[config.mk]
export PLATFORM = sky130hd
export DESIGN_NAME = quad_eval
export DESIGN_NICKNAME = d
export VERILOG_FILES = /design/src/rtl/quad_pkg.sv /design/src/rtl/quad_alu.sv /design/src/rtl/quad_ctrl.sv /design/src/rtl/quad_datapath.sv /design/src/rtl/quad_eval.sv
export SDC_FILE = /design/constraint.sdc
export NUM_CORES = 1
export LEC_CHECK = 0
export ABC_AREA = 1
export BUFFER_PORTS_ARGS = -buffer_cell sky130_fd_sc_hd__buf_2
export CAP_MARGIN = 20
export CORE_MARGIN = 1.5
export CORE_UTILIZATION = 55
export CTS_BUF_LIST = sky130_fd_sc_hd__clkbuf_2 sky130_fd_sc_hd__clkbuf_4 sky130_fd_sc_hd__clkbuf_8
export CTS_CLUSTER_SIZE = 30
export DETAILED_ROUTE_END_ITERATION = 10
export GPL_TIMING_DRIVEN = 1
export PLACE_DENSITY = 0.73
export SYNTH_ARGS = -nofsm -noshare
export SYNTH_HDL_FRONTEND = slang
export SYNTH_SLANG_ARGS = --single-unit
[constraint.sdc]
create_clock -name clk -period 5.84 [get_ports clk]
set_input_delay 1.168 -clock clk [delete_from_list [all_inputs] [get_ports clk]]
set_output_delay 1.168 -clock clk [all_outputs]
set_load 0.02 [all_outputs]
[src/rtl/quad_pkg.sv]
package quad_pkg;
  localparam int NUM_OPND = 4;

  typedef enum logic [1:0] {
    SRC_A = 2'd0,
    SRC_B = 2'd1,
    SRC_C = 2'd2,
    SRC_X = 2'd3
  } src_e;

  typedef enum logic {
    OP_ADD = 1'b0,
    OP_MUL = 1'b1
  } op_e;

  typedef struct packed {
    logic [NUM_OPND-1:0] ld;       // per operand register load enable
    logic                ld_res;   // result register load enable
    logic                from_din; // operand source: bus (1) or ALU (0)
    src_e                sel_p;
    src_e                sel_q;
    op_e                 op;
  } ctl_t;
endpackage

[src/rtl/quad_alu.sv]
module quad_alu
  import quad_pkg::*;
#(
  parameter int W = 8
) (
  input  op_e          op,
  input  logic [W-1:0] p,
  input  logic [W-1:0] q,
  output logic [W-1:0] y
);
  always_comb begin
    unique case (op)
      OP_MUL:  y = p * q;
      default: y = p + q;
    endcase
  end
endmodule

[src/rtl/quad_ctrl.sv]
module quad_ctrl
  import quad_pkg::*;
(
  input  logic clk,
  input  logic rst_n,
  output ctl_t ctl,
  output logic done
);
  typedef enum logic [3:0] {
    ST_LD_A, ST_LD_B, ST_LD_C, ST_LD_X,
    ST_BX, ST_ABX, ST_CX, ST_CXX, ST_SUM, ST_IDLE
  } st_e;

  st_e  st_q, st_d;
  logic done_q;

  always_ff @(posedge clk or negedge rst_n) begin
    if (!rst_n) begin
      st_q   <= ST_LD_A;
      done_q <= 1'b0;
    end else begin
      st_q   <= st_d;
      done_q <= done_q | (st_q == ST_SUM);
    end
  end

  always_comb begin
    st_d         = st_q;
    ctl          = '0;
    ctl.sel_p    = SRC_A;
    ctl.sel_q    = SRC_A;
    ctl.op       = OP_ADD;
    unique case (st_q)
      ST_LD_A: begin ctl.ld[SRC_A] = 1'b1; ctl.from_din = 1'b1; st_d = ST_LD_B; end
      ST_LD_B: begin ctl.ld[SRC_B] = 1'b1; ctl.from_din = 1'b1; st_d = ST_LD_C; end
      ST_LD_C: begin ctl.ld[SRC_C] = 1'b1; ctl.from_din = 1'b1; st_d = ST_LD_X; end
      ST_LD_X: begin ctl.ld[SRC_X] = 1'b1; ctl.from_din = 1'b1; st_d = ST_BX;   end
      ST_BX: begin   // B <- B*x
        ctl.ld[SRC_B] = 1'b1; ctl.sel_p = SRC_B; ctl.sel_q = SRC_X; ctl.op = OP_MUL;
        st_d = ST_ABX;
      end
      ST_ABX: begin  // A <- A + B*x
        ctl.ld[SRC_A] = 1'b1; ctl.sel_p = SRC_A; ctl.sel_q = SRC_B; ctl.op = OP_ADD;
        st_d = ST_CX;
      end
      ST_CX: begin   // B <- C*x
        ctl.ld[SRC_B] = 1'b1; ctl.sel_p = SRC_C; ctl.sel_q = SRC_X; ctl.op = OP_MUL;
        st_d = ST_CXX;
      end
      ST_CXX: begin  // B <- C*x*x
        ctl.ld[SRC_B] = 1'b1; ctl.sel_p = SRC_B; ctl.sel_q = SRC_X; ctl.op = OP_MUL;
        st_d = ST_SUM;
      end
      ST_SUM: begin  // result <- C*x*x + (A + B*x)
        ctl.ld_res = 1'b1; ctl.sel_p = SRC_B; ctl.sel_q = SRC_A; ctl.op = OP_ADD;
        st_d = ST_IDLE;
      end
      default: st_d = ST_IDLE;
    endcase
  end

  assign done = done_q;
endmodule

[src/rtl/quad_datapath.sv]
module quad_datapath
  import quad_pkg::*;
#(
  parameter int W = 8
) (
  input  logic         clk,
  input  logic         rst_n,
  input  logic [W-1:0] din,
  input  ctl_t         ctl,
  output logic [W-1:0] result,
  output logic [W-1:0] x_val,
  output logic [W-1:0] c_val
);
  logic [W-1:0] opnd_q [NUM_OPND];
  logic [W-1:0] res_q;
  logic [W-1:0] mux_p, mux_q, alu_y;

  for (genvar i = 0; i < NUM_OPND; i++) begin : g_opnd
    always_ff @(posedge clk or negedge rst_n) begin
      if (!rst_n)          opnd_q[i] <= '0;
      else if (ctl.ld[i])  opnd_q[i] <= ctl.from_din ? din : alu_y;
    end
  end

  assign mux_p = opnd_q[ctl.sel_p];
  assign mux_q = opnd_q[ctl.sel_q];

  quad_alu #(.W(W)) alu_i (
    .op (ctl.op),
    .p  (mux_p),
    .q  (mux_q),
    .y  (alu_y)
  );

  always_ff @(posedge clk or negedge rst_n) begin
    if (!rst_n)          res_q <= '0;
    else if (ctl.ld_res) res_q <= alu_y;
  end

  assign result = res_q;
  assign x_val  = opnd_q[SRC_X];
  assign c_val  = opnd_q[SRC_C];
endmodule

[src/rtl/quad_eval.sv]
module quad_eval
  import quad_pkg::*;
#(
  parameter int W = 8
) (
  input  logic         clk,
  input  logic         rst_n,
  input  logic [W-1:0] din,
  output logic [W-1:0] result,
  output logic         done
);
  ctl_t         ctl;
  logic [W-1:0] x_val, c_val;

  quad_ctrl ctrl_i (
    .clk   (clk),
    .rst_n (rst_n),
    .ctl   (ctl),
    .done  (done)
  );

  quad_datapath #(.W(W)) dp_i (
    .clk    (clk),
    .rst_n  (rst_n),
    .din    (din),
    .ctl    (ctl),
    .result (result),
    .x_val  (x_val),
    .c_val  (c_val)
  );
endmodule

==> results of run 1 <==
-- power groups by stage --
stage          logic, W  clock network, W  registers (W)
2_1_floorplan   0.00127                 0       0.000459
3_3_place_gp    0.00166                 0       0.000443
3_5_place_dp    0.00171                 0       0.000443
4_1_cts         0.00172          0.000280       0.000438
5_1_grt         0.00194          0.000292       0.000447
6_report        0.00171          0.000277       0.000440
-- final cells by class --
type | instances | share of cell area, %
multi-input combinational | 362 | 55.03
clock buffer | 5 | 1.739
inverter | 73 | 6.958
timing repair buffer | 24 | 3.732
sequential | 45 | 28.46
clock inverter | 3 | 1.645
tap | 77 | 2.435
-- path summary, 6_finish.rpt --
check	endpoint	cells after the start	from	slack, ns
setup / recovery	dp_i.opnd_q[23]	28	ctrl_i.st_q[0]	0.38
hold / removal	dp_i.x_val[7]	2	dp_i.x_val[7]	0.48
setup reg to reg	dp_i.opnd_q[23]	28	ctrl_i.st_q[0]	0.38
hold reg to reg	dp_i.x_val[7]	2	dp_i.x_val[7]	0.48
max in group asynchronous	dp_i.opnd_q[17]	2	rst_n	4.75
min in group asynchronous	dp_i.x_val[6]	1	rst_n	0.66
-- layer usage --
layer / share of wire [%] / vias to the layer above
met3: 4.1 / 25
li1: - / 1589
met2: 49 / 88
met4: 3.5 / 0
met5: 0 / -
met1: 44 / 1473
-- metrics by stage --
step	hold slack, ns	util, %	cell area [sq um]	worst slack (ns)	power (W)
after floorplan	0.4367	-	3608	0.8664	0.001724
after global placement	0.4498	59.01	3747	0.4703	0.002108
after detailed placement	0.4588	59.01	3747	0.2977	0.002148
after CTS	0.4800	61.12	3881	0.2535	0.002437
after global routing	0.5144	62.31	3956	0.004091	0.002677
final	0.4759	62.31	3956	0.3839	0.002426
-- critical path, delay by kind of cell, from the launching register on --
kind / cells / cell delay, ns
adder cells (fa/ha/maj): 5 / 2.34
AND/OR/NAND/NOR: 14 / 1.54
flip-flops: 1 / 0.45
XOR/XNOR: 2 / 0.42
buffers and inverters: 5 / 0.32
AO/OA/AOI/OAI: 2 / 0.25
-- what timing repair did --
item | CTS | global route
setup endpoints to repair | 0 | 3
endpoints found under the hold margin | 0 | 0
gates resized for setup | 0 | 4
buffers inserted | 0 | 2
-- flip-flops by register name (all words and copies together) (netlist names) --
| name | count |
|---|---|
| dp_i.result | 8 |
| dp_i.opnd_q | 16 |
| dp_i.c_val | 8 |
| ctrl_i.done | 1 |
| dp_i.x_val | 8 |
| ctrl_i.st_q | 4 |
-- cells by family (layout without fill, tap and decap cells) --
logic type | count (synthesis) | after routing | share of synthesized area (%)
AOI/OAI and AO/OA | 72 | 72 | 10.85
adders and majority gates | 36 | 36 | 15.19
and+or+nand+nor | 246 | 246 | 31.66
buffers and inverters | 82 | 105 | 9.154
xor gates and xnor gates | 8 | 8 | 1.942
DFF | 45 | 45 | 31.21
-- cell usage after synthesis, drive strengths merged (5+ instances only) --
cell    instances  area (sq um)
a21oi           8         43.79
or2             5         31.28
clkbuf          5         18.77
fa             13         260.3
nand3          34         195.2
nor2           55         246.5
ha             23         287.8
nand2         145         594.3
o21ai          57         296.5
dfrtp          45          1126
inv            71         266.5
==> results.yml, run 1 <==
power_and_ir_drop:
  seqPwrFrac_pct: 18.1
  peakVddDrop_v: 0.0009317
  p_sw_share_pct: 50.55
  combPwrFrac_pct: 70.4
  pwr-share-clk_pct: 11.4
  p_sw_w: 0.001226
  internal_power_w: 0.001200
  power_density_nw_per_um2: 613.2
  p_leak_nw: 2.140
detailed_routing:
  wl_per_cell_um: 15.04
  first_iter_violations: 211
  vias: 3175
  final_antenna_net_count: 0
  routed_via_density: 5.390
  drt_first_pass_iters: 4
  finalWirelength_um: 8856
  drc: 0
placement:
  io_buffers: 18
  post-place-cells: 576
  globalplace.congestion: 0.9582
  dp_hpwl_um: 7140
worst_setup_path:
  startpoint_type: "flop"
  arrival_ns: 5.65
  required_ns: 6.04
  critPathCaptureType: "flop"
  critPathMaxFanout: 18
  crit_type: "reg2reg"
  cp_slowest_cell: "fa_1"
  critPathMaxStageDelay_ns: 0.55
global_routing:
  grt_first_pass_wirelength_um: 14470
  grt_max_degree: 46
  grt_usage_pct: 26.33
  overflow: 0
  grt_util_met1_pct: 33.59
  grtUsageMet2_pct: 45.09
  grt_pass1_vias: 3112
  grtUsageMet3_pct: 3.462
  grt.busiest_layer: "met2"
  antenna_found_initial: 0
timing:
  rsz0062_at_grt: "false"
  finalSetupViolations: 0
  max_freq_ghz: 0.1833
  slew_viol_final: 0
  fin_skew_ns: 0.005429
  fin_crit_sh_pct: 93.43
  totalNegativeSetupSlack_ns: 0
  worst_slew_pin_slew_ns: 0.7279
  max-slew-margin-rel_pct: 50.96
  period_needed_ns: 5.456
  hold_violations: 0
die:
  chipWidth_um: 84
  core-area_sq_um: 6350
  start_util_pct: 56.83
  die_y_um: 84
  rows: 29
  die_area_sq_um: 7056
  ios: 19
synth:
  ys.flop_type: "dfrtp_1"
  synth_edf_count: 0
  syn_nets: 535
  synthArstFlopShare_pct: 100.0
  yosysSeqAreaShare_pct: 31.21
  synth.avg_cell_area_sq_um: 7.379
  ys_warn_count: 0
  syn_inst: 489
  syn_area_sq_um: 3608
  ys_ff_latch: 45
  synth.distinct_cells: 39
run:
  drv_cap: 0
hold_path:
  hold_class: "reg2reg"
layout:
  area_growth_pct: 9.639
  layout_common_cells: "nand2_1, inv_1, o21ai_0, nor2_1, dfrtp_1"
  drive_gt1_share_pct: 15.04
  instances_no_fill: 589
  regArea_sq_um: 1126
  antenna_cells: 0
  nFillCells: 586
  final_common_cell: "nand2_1"
  multiInputGateArea_sq_um: 2177
  nets: 557
cts:
  root_buffer: "clkbuf_8"
  clock_sinks: 45
  cts_tree: "yes"
  h-tree-depth: 2
  cts_hold_buf: 0
  clk_pin_slew_ns: 0.09
  cts_buffer_depth: 2
  numCtsBuffers: 5
  clkLatencyLatePin_ns: 0.30
status:
  outcome: "complete, no violations"
No activity file was read; power rests on OpenSTA's default activity.
==> run 2, diff against run 1 <==
--- a/config.mk
+++ b/config.mk
@@ -15,3 +15,3 @@
 export DETAILED_ROUTE_END_ITERATION = 10
-export GPL_TIMING_DRIVEN = 1
+export GPL_TIMING_DRIVEN = 0
 export PLACE_DENSITY = 0.73
--- a/constraint.sdc
+++ b/constraint.sdc
@@ -3,2 +3,2 @@
 set_output_delay 1.168 -clock clk [all_outputs]
-set_load 0.02 [all_outputs]
+set_load 0.05 [all_outputs]
==> results.yml, run 2 (same netlist as run 1, synthesis figures left out) <==
status:
  outcome: "complete, no violations"
die:
  ios: 19
  start_util_pct: 56.83
  die_area_sq_um: 7056
  rows: 29
  core-area_sq_um: 6350
  chipWidth_um: 84
  die_y_um: 84
worst_setup_path:
  startpoint: "ctrl_i.st_q[3]"
  required_ns: 6.03
  critPathMaxFanout: 10
  worstReg2RegStart: "ctrl_i.st_q[3]"
  ff2ff_path_depth: 32
  critPathMaxStageDelay_ns: 0.54
  arrival_ns: 5.76
  startpoint_type: "flop"
  cp-endpoint: "dp_i.opnd_q[23]"
  cp_slowest_cell: "fa_1"
  crit_type: "reg2reg"
  path_common_cell: "inv_1"
  reg2reg_to: "dp_i.opnd_q[23]"
  critPathCaptureType: "flop"
  ff2ff_setup_slack_ns: 0.27
cts:
  root_buffer: "clkbuf_8"
  cts_buffer_depth: 2
  cts_hold_buf: 0
  clkLatencyLatePin_ns: 0.30
  numCtsBuffers: 5
  cts_tree: "yes"
  h-tree-depth: 2
  clk_pin_slew_ns: 0.09
  clock_sinks: 45
layout:
  regArea_sq_um: 1129
  regMostFlops: "dp_i.opnd_q"
  drive_gt1_share_pct: 16.57
  multiInputGateArea_sq_um: 2182
  nets: 564
  antenna_cells: 0
  nFillCells: 594
  fin_util_pct: 63.05
  area_growth_pct: 10.96
  final_common_cell: "nand2_1"
  largest_reg_flops: 16
  layout_common_cells: "nand2_1, inv_1, o21ai_0, nor2_1, dfrtp_1"
power_and_ir_drop:
  peakVddDrop_v: 0.001016
  p_leak_nw: 2.170
  power_density_nw_per_um2: 652.7
timing:
  max-slew-margin-rel_pct: 37.59
  rsz0062_at_grt: "false"
  totalNegativeSetupSlack_ns: 0
  fin_skew_ns: 0.01044
  max_freq_ghz: 0.1797
  finalSetupViolations: 0
  fin_crit_sh_pct: 95.29
  worst_slew_pin_slew_ns: 0.9263
  hold_violations: 0
  period_needed_ns: 5.565
  slew_viol_final: 0
placement:
  globalplace.congestion: 0.9376
  io_buffers: 18
  dp_hpwl_um: 7250
hold_path:
  hold_class: "reg2reg"
detailed_routing:
  drc: 0
  drt_first_pass_iters: 5
  first_iter_violations: 209
  routed_via_density: 5.477
  wl_per_cell_um: 15.61
  finalWirelength_um: 9303
  final_antenna_net_count: 0
  vias: 3264
global_routing:
  antenna_found_initial: 0
  grt_first_pass_wirelength_um: 15290
  grt_max_degree: 46
  grt_pass1_vias: 3173
  overflow: 0
  grt_usage_pct: 27.95
run:
  drv_cap: 0
## run 2: what timing repair did
item                       4_1_cts  5_1_grt
buffers inserted                 0        3
setup endpoints to repair        0        3
resized for setup                0       10
## run 2: through the flow
step / hold slack [ns] / power (W) / setup WS (ns) / cells / instance area (sq um)
floorplan: 0.4367 / 0.001780 / 0.8664 / 489 / 3608
global placement: 0.4499 / 0.002197 / 0.1547 / 584 / 3795
detailed placement: 0.4589 / 0.002244 / 0.1451 / 584 / 3795
CTS: 0.4798 / 0.002535 / 0.09993 / 592 / 3929
global route: 0.4987 / 0.002871 / 0.06389 / 596 / 4004
finish: 0.4743 / 0.002613 / 0.2749 / 596 / 4004
## run 2: worst min path at each step
stage,from,end,slack (ns),cells past startpoint
2_1_floorplan,dp_i.x_val[7],dp_i.x_val[7],0.44,2
3_3_place_gp,ctrl_i.done,ctrl_i.done,0.45,1
3_5_place_dp,ctrl_i.done,ctrl_i.done,0.46,1
4_1_cts,ctrl_i.done,ctrl_i.done,0.48,1
5_1_grt,ctrl_i.done,ctrl_i.done,0.50,1
6_report,ctrl_i.done,ctrl_i.done,0.47,1
## run 2: area by class of cell
type / count / share of cell area [%]
clock buffer: 5 / 1.719
timing repair buffer: 22 / 3.312
multi-input combinational: 362 / 54.50
inverter: 73 / 6.875
sequential: 45 / 28.19
clock inverter: 3 / 1.625
buffer: 9 / 1.375
tap: 77 / 2.406
## run 2: layer usage
metal,share of wire (%),track usage [%]
met1,43,36.18
met2,50,48.09
met3,3.3,3.264
met4,3.0,10.58
met5,0,0
## run 2: power breakdown
| group | total (W) | leakage (nW) | internal (W) | switching, W |
|---|---|---|---|---|
| clock | 0.000279 | 0.0681 | 0.000170 | 0.000109 |
| combinational | 0.00190 | 1.58 | 0.000688 | 0.00121 |
| sequential | 0.000433 | 0.520 | 0.000382 | 0.0000510 |
| total | 0.00261 | 2.17 | 0.00124 | 0.00137 |
## run 2: critical path, delay by kind of cell (launching register included)
family / cells / cell delay, ns
adders and majority gates: 6 / 2.34
and+or+nand+nor: 15 / 1.36
buffers and inverters: 8 / 0.64
xor gates and xnor gates: 2 / 0.46
DFF: 1 / 0.43
AOI/OAI and AO/OA: 1 / 0.22
